$ cat src/rtl/bbm_swap_unit.sv
module bbm_swap_unit #(
  parameter int ADDR_W = 10,
  parameter int BYTE_W = 8
) (
  input  logic                       clk,
  input  logic                       rst_n,
  input  logic                       start,
  input  logic [ADDR_W-1:0]          mark_byte,
  input  logic [$clog2(BYTE_W)-1:0]  mark_bit,
  output logic                       busy,
  output logic                       done,
  output logic [ADDR_W-1:0]          dmem_addr,
  output logic                       dmem_rd_en,
  input  logic [BYTE_W-1:0]          dmem_rdata,
  output logic                       dmem_wr_en,
  output logic [BYTE_W-1:0]          dmem_wdata,
  output logic                       aux_rd_en,
  input  logic [BYTE_W-1:0]          aux_rdata,
  output logic                       aux_wr_en,
  output logic [BYTE_W-1:0]          aux_wdata
);
  localparam int OFS_W = $clog2(BYTE_W);
  localparam int PAIR_W = 2 * BYTE_W;
  localparam logic [ADDR_W-1:0] ADDR_ONE = 1;
  localparam logic [PAIR_W-1:0] LOW_ONES = {{BYTE_W{1'b0}}, {BYTE_W{1'b1}}};

  typedef enum logic [2:0] {
    ST_IDLE, ST_RD_LO, ST_RD_HI, ST_RD_AUX, ST_WR_LO, ST_WR_HI, ST_WR_AUX
  } state_t;

  state_t              state;
  logic [ADDR_W-1:0]   base_q;
  logic [OFS_W-1:0]    shift_q;
  logic [BYTE_W-1:0]   lo_q, hi_q, aux_q;
  logic                done_q;

  logic [BYTE_W-1:0]   old_aux;
  logic [PAIR_W-1:0]   pair, pair_sh, merged;

  always_ff @(posedge clk or negedge rst_n) begin
    if (!rst_n) begin
      state   <= ST_IDLE;
      base_q  <= '0;
      shift_q <= '0;
      lo_q    <= '0;
      hi_q    <= '0;
      aux_q   <= '0;
      done_q  <= 1'b0;
    end else begin
      done_q <= 1'b0;
      unique case (state)
        ST_IDLE: if (start) begin
          base_q  <= mark_byte;
          shift_q <= mark_bit;
          state   <= ST_RD_LO;
        end
        ST_RD_LO:  state <= ST_RD_HI;
        ST_RD_HI: begin
          lo_q  <= dmem_rdata;
          state <= ST_RD_AUX;
        end
        ST_RD_AUX: begin
          hi_q  <= dmem_rdata;
          state <= ST_WR_LO;
        end
        ST_WR_LO: begin
          aux_q <= aux_rdata;
          state <= ST_WR_HI;
        end
        ST_WR_HI:  state <= ST_WR_AUX;
        ST_WR_AUX: begin
          done_q <= 1'b1;
          state  <= ST_IDLE;
        end
        default:   state <= ST_IDLE;
      endcase
    end
  end

  assign old_aux = (state == ST_WR_LO) ? aux_rdata : aux_q;
  assign pair    = {hi_q, lo_q};
  assign pair_sh = pair >> shift_q;
  assign merged  = (pair & ~(LOW_ONES << shift_q))
                 | ({{BYTE_W{1'b0}}, old_aux} << shift_q);

  assign busy       = (state != ST_IDLE);
  assign done       = done_q;
  assign dmem_rd_en = (state == ST_RD_LO) || (state == ST_RD_HI);
  assign dmem_wr_en = (state == ST_WR_LO) || ((state == ST_WR_HI) && (shift_q != '0));
  assign dmem_addr  = ((state == ST_RD_HI) || (state == ST_WR_HI)) ? base_q + ADDR_ONE : base_q;
  assign dmem_wdata = (state == ST_WR_HI) ? merged[PAIR_W-1:BYTE_W] : merged[BYTE_W-1:0];
  assign aux_rd_en  = (state == ST_RD_AUX);
  assign aux_wr_en  = (state == ST_WR_AUX);
  assign aux_wdata  = pair_sh[BYTE_W-1:0];
endmodule

$ cat config.mk
export PLATFORM = sky130hd
export DESIGN_NAME = bbm_swap_unit
export DESIGN_NICKNAME = d
export VERILOG_FILES = /design/src/rtl/bbm_swap_unit.sv
export SDC_FILE = /design/constraint.sdc
export NUM_CORES = 1
export LEC_CHECK = 0
export CAP_MARGIN = 20
export CORE_MARGIN = 4
export CORE_UTILIZATION = 24
export DETAILED_ROUTE_END_ITERATION = 10
export DONT_BUFFER_PORTS = 1
export GPL_TIMING_DRIVEN = 0
export PLACE_DENSITY = 0.47
export SYNTH_ARGS = -nofsm -noshare
export SYNTH_HDL_FRONTEND = slang
export SYNTH_SLANG_ARGS = --single-unit
$ cat constraint.sdc
create_clock -name clk -period 3 [get_ports clk]
set_input_delay 0.6 -clock clk [delete_from_list [all_inputs] [get_ports clk]]
set_output_delay 0.6 -clock clk [all_outputs]
set_load 0.01 [all_outputs]
==> run_results.csv <==
group,metric,value,unit
yosys,synth.most_common_cell,"nand2_1",
floorplan,num_rows,38,
worst_setup_path,required,2.40,ns
worst_setup_path,reg2reg_from,"state[0]",
cells_and_area,postLayoutCellArea,0.003276,mm^2
routing,wl_met3,610,um
floorplan,core_area,0.01108,mm^2
floorplan,initial_utilization,25.03,%
floorplan,dieWidth,115.5,um
placed_design,dpl.hpwl,6015,um
worst_setup_path,r2r_setup_slack,0.80,ns
routing,wire_per_inst,18.29,um
sta,clock_skew,0.002501,ns
sta,slew_violations,0,
pwr,irDropWorstVdd,452.4,uV
global_routing,overflow,0,
clock_network,numCtsBuffers,5,
pwr,finalPower,4.536,mW
floorplan,fp.dieH,115.5,um
sta,max_slew_margin,42.51,%
yosys,synthTopCellsByCount,"47 x nand2_1, 41 x dfrtp_1, 37 x mux2_2",
global_routing,grt_max_degree,42,
hold_path,holdCritPathClass,"input pin to asynchronous set/reset pin",
worst_setup_path,cp-start-kind,"flop",
yosys,syn_nets,319,
sta,worst_slack,0.06680,ns
cells_and_area,antennaDiodeCount,0,
sta,setup_viol,0,
routing,routed_wl,8066,um
yosys,seq_area_frac_synth,37.00,%
worst_setup_path,cp-end-kind,"output pin",
placed_design,portBuffers,0,
cells_and_area,fin_nets,333,
sta,fin_crit_sh,97.77,%
clock_network,clkLatencyLatePin,0.28,ns
routing,dr.first_iter.drc_count,81,
clock_network,clockRootBuffer,"clkbuf_16",
yosys,synth-async-reset-ratio,100.0,%
yosys,ys_top_cells_by_area,"dfrtp_1 37%, mux2_2 15%, mux2i_1 7.9%",
global_routing,grt_first_pass_wirelength,12650,um
routing,vias,2193,
global_routing,antenna_found_initial,0,
clock_network,htree_levels,2,
cells_and_area,syn_to_final_growth,18.14,%
sta,fin_setup_tns,0,ns
global_routing,grt_pass1_vias,2201,
clock_network,clock-sinks,41,
sta,worstMarginPinSlew,0.8595,ns
sta,fin_crit,2.933,ns
worst_setup_path,crit_arrival,2.33,ns
yosys,synth_seq_cells,41,
sta,hold_viol_final,0,
yosys,synth.top_cell.area_share,37.00,%
placed_design,dpl_cell_area,0.002948,mm^2
routing,viasPerCell,4.973,
clock_network,clk_pin_slew,0.06,ns
floorplan,die_area,0.01334,mm^2
global_routing,grt.total_usage,12.23,%
cells_and_area,layout-drive-gt1-share,28.24,%
clock_network,clock_tree.buffer_depth,2,
clock_network,tritoncts,"yes",
sta,clock.fmax,340.9,MHz
routing,top_layer,"met4",
worst_setup_path,worst-setup-path-type,"flop to output pin",
yosys,synth_edf_count,0,
routing,drcViolationCount,0,
pwr,p_leak,1.357,nW
placed_design,place.gp.congestion,0.8347,
routing,dr.pass1.iters,4,
routing,antenna_left,0,
yosys,ys_types,45,
placed_design,post-place-ws,0.04159,ns
yosys,netlist_area,0.002773,mm^2
yosys,syn_avg_cell_area,9.695,um^2
pwr,pwr_density_cell,1385,mW/mm^2
worst_setup_path,regToRegEndpoint,"base_q[6]",
flow_run,maxCapViolations,0,
worst_setup_path,r2r_cells,5,
routing,routed-wl-met2,3770,um
yosys,synthFlopType,"dfrtp_1",
status,status,"complete, no violations",
floorplan,boundaryPins,64,
yosys,yosys_warnings,0,
yosys,synth_top_cell_by_area,"dfrtp_1",
routing,wl_met1,3570,um
sta,rsz0062_at_grt,"yes",
yosys,syn_inst,286,
worst_setup_path,crit_fanout,10,
## metal layers
layer  GRT usage, %  vias up
met5              0        -
met4          3.834        0
met3          4.125        7
met2          18.56       58
met1          16.50     1074
li1               -     1054
## layout by cell type (no fill, tap or decap), types with 2 or more instances in the layout
master         count
a211o_1            2
dlygate4sd3_1      3
a21oi_2            2
clkbuf_16          5
xor2_1             2
o21ai_0           12
a31oi_1            2
buf_4              3
mux2i_1           16
a21oi_1           13
dfrtp_1           41
nor3_1             4
clkbuf_8           2
a211oi_1           2
mux4_2             6
mux2i_2            2
inv_1              5
buf_1              2
nand4_1            4
xnor2_1            7
mux2i_4            4
mux2_4             2
buf_2              7
o211ai_1           2
buf_6              2
mux2_2            36
and3_1             2
nor2_1            20
a21o_1             4
nand3_1            4
nand2_1           47
nor2b_1            2
clkbuf_1           8
## report_power, final
part / switching (mW) / internal (mW) / leakage (nW)
Combinational: 1.58 / 1.28 / 0.783
Clock: 0.216 / 0.352 / 0.0799
Sequential: 0.271 / 0.834 / 0.493
Total: 2.07 / 2.47 / 1.36
## repair_timing
action	4_1_cts	5_1_grt
endpoints found under the hold margin	0	5
setup endpoints to repair	8	10
buffers inserted	4	0
pin swaps	2	8
gates cloned	0	0
gates resized for setup	10	20
hold buffers	0	3
## final cells by class
class / instances / area [um^2]
fillers: 1182 / 7802
clock inverters: 1 / 5.005
repair buffers: 7 / 72.57
multi-input cells: 216 / 1695
well taps: 140 / 175.2
inverters: 7 / 26.28
flip-flops and latches: 41 / 1026
clock buffers: 7 / 152.6
plain buffers: 22 / 122.6
## kinds of logic (layout without fill, tap and decap cells)
| family | Yosys count | after routing | share of synthesized area, % |
|---|---|---|---|
| muxes | 66 | 66 | 28.93 |
| and+or+nand+nor | 91 | 91 | 14.76 |
| adders and majority gates | 1 | 1 | 0.4512 |
| AOI/OAI and AO/OA | 49 | 49 | 11.06 |
| xor gates and xnor gates | 9 | 9 | 2.843 |
| DFF | 41 | 41 | 37.00 |
| buffers and inverters | 29 | 44 | 4.964 |
## critical path, cell delays in order, from the launching register on
cell and delay (ns):
dfrtp_1 0.37, buf_6 0.14, nor3b_4 0.22, buf_12 0.16, mux4_2 0.54, mux2_4 0.31, o211ai_1 0.09, o211ai_1 0.21
## flip-flops by register name, indices dropped and copies added (netlist names)
name and count:
aux_q 8, base_q 10, state 3, shift_q 3, done 1, hi_q 8, lo_q 8
## worst max path at each step
stage | startpoint | end | cells past startpoint
2_1_floorplan | state[0] | dmem_wdata[3] | 6
3_3_place_gp | state[0] | dmem_wdata[3] | 6
3_5_place_dp | state[0] | dmem_wdata[3] | 6
4_1_cts | state[1] | dmem_wdata[7] | 9
5_1_grt | state[1] | dmem_wdata[7] | 9
6_report | state[0] | dmem_wdata[2] | 7
## stage by stage
| stage | hold slack, ns | cells | util (%) |
|---|---|---|---|
| global placement | 0.3063 | 426 | 26.61 |
| global route | 0.00008304 | 441 | 29.57 |
| finish | 0.01098 | 441 | 29.57 |
| floorplan | 0.3044 | 286 | - |
| CTS | 0.001589 | 438 | 28.47 |
| detailed placement | 0.3066 | 426 | 26.61 |
No activity file was read; power rests on OpenSTA's default activity.
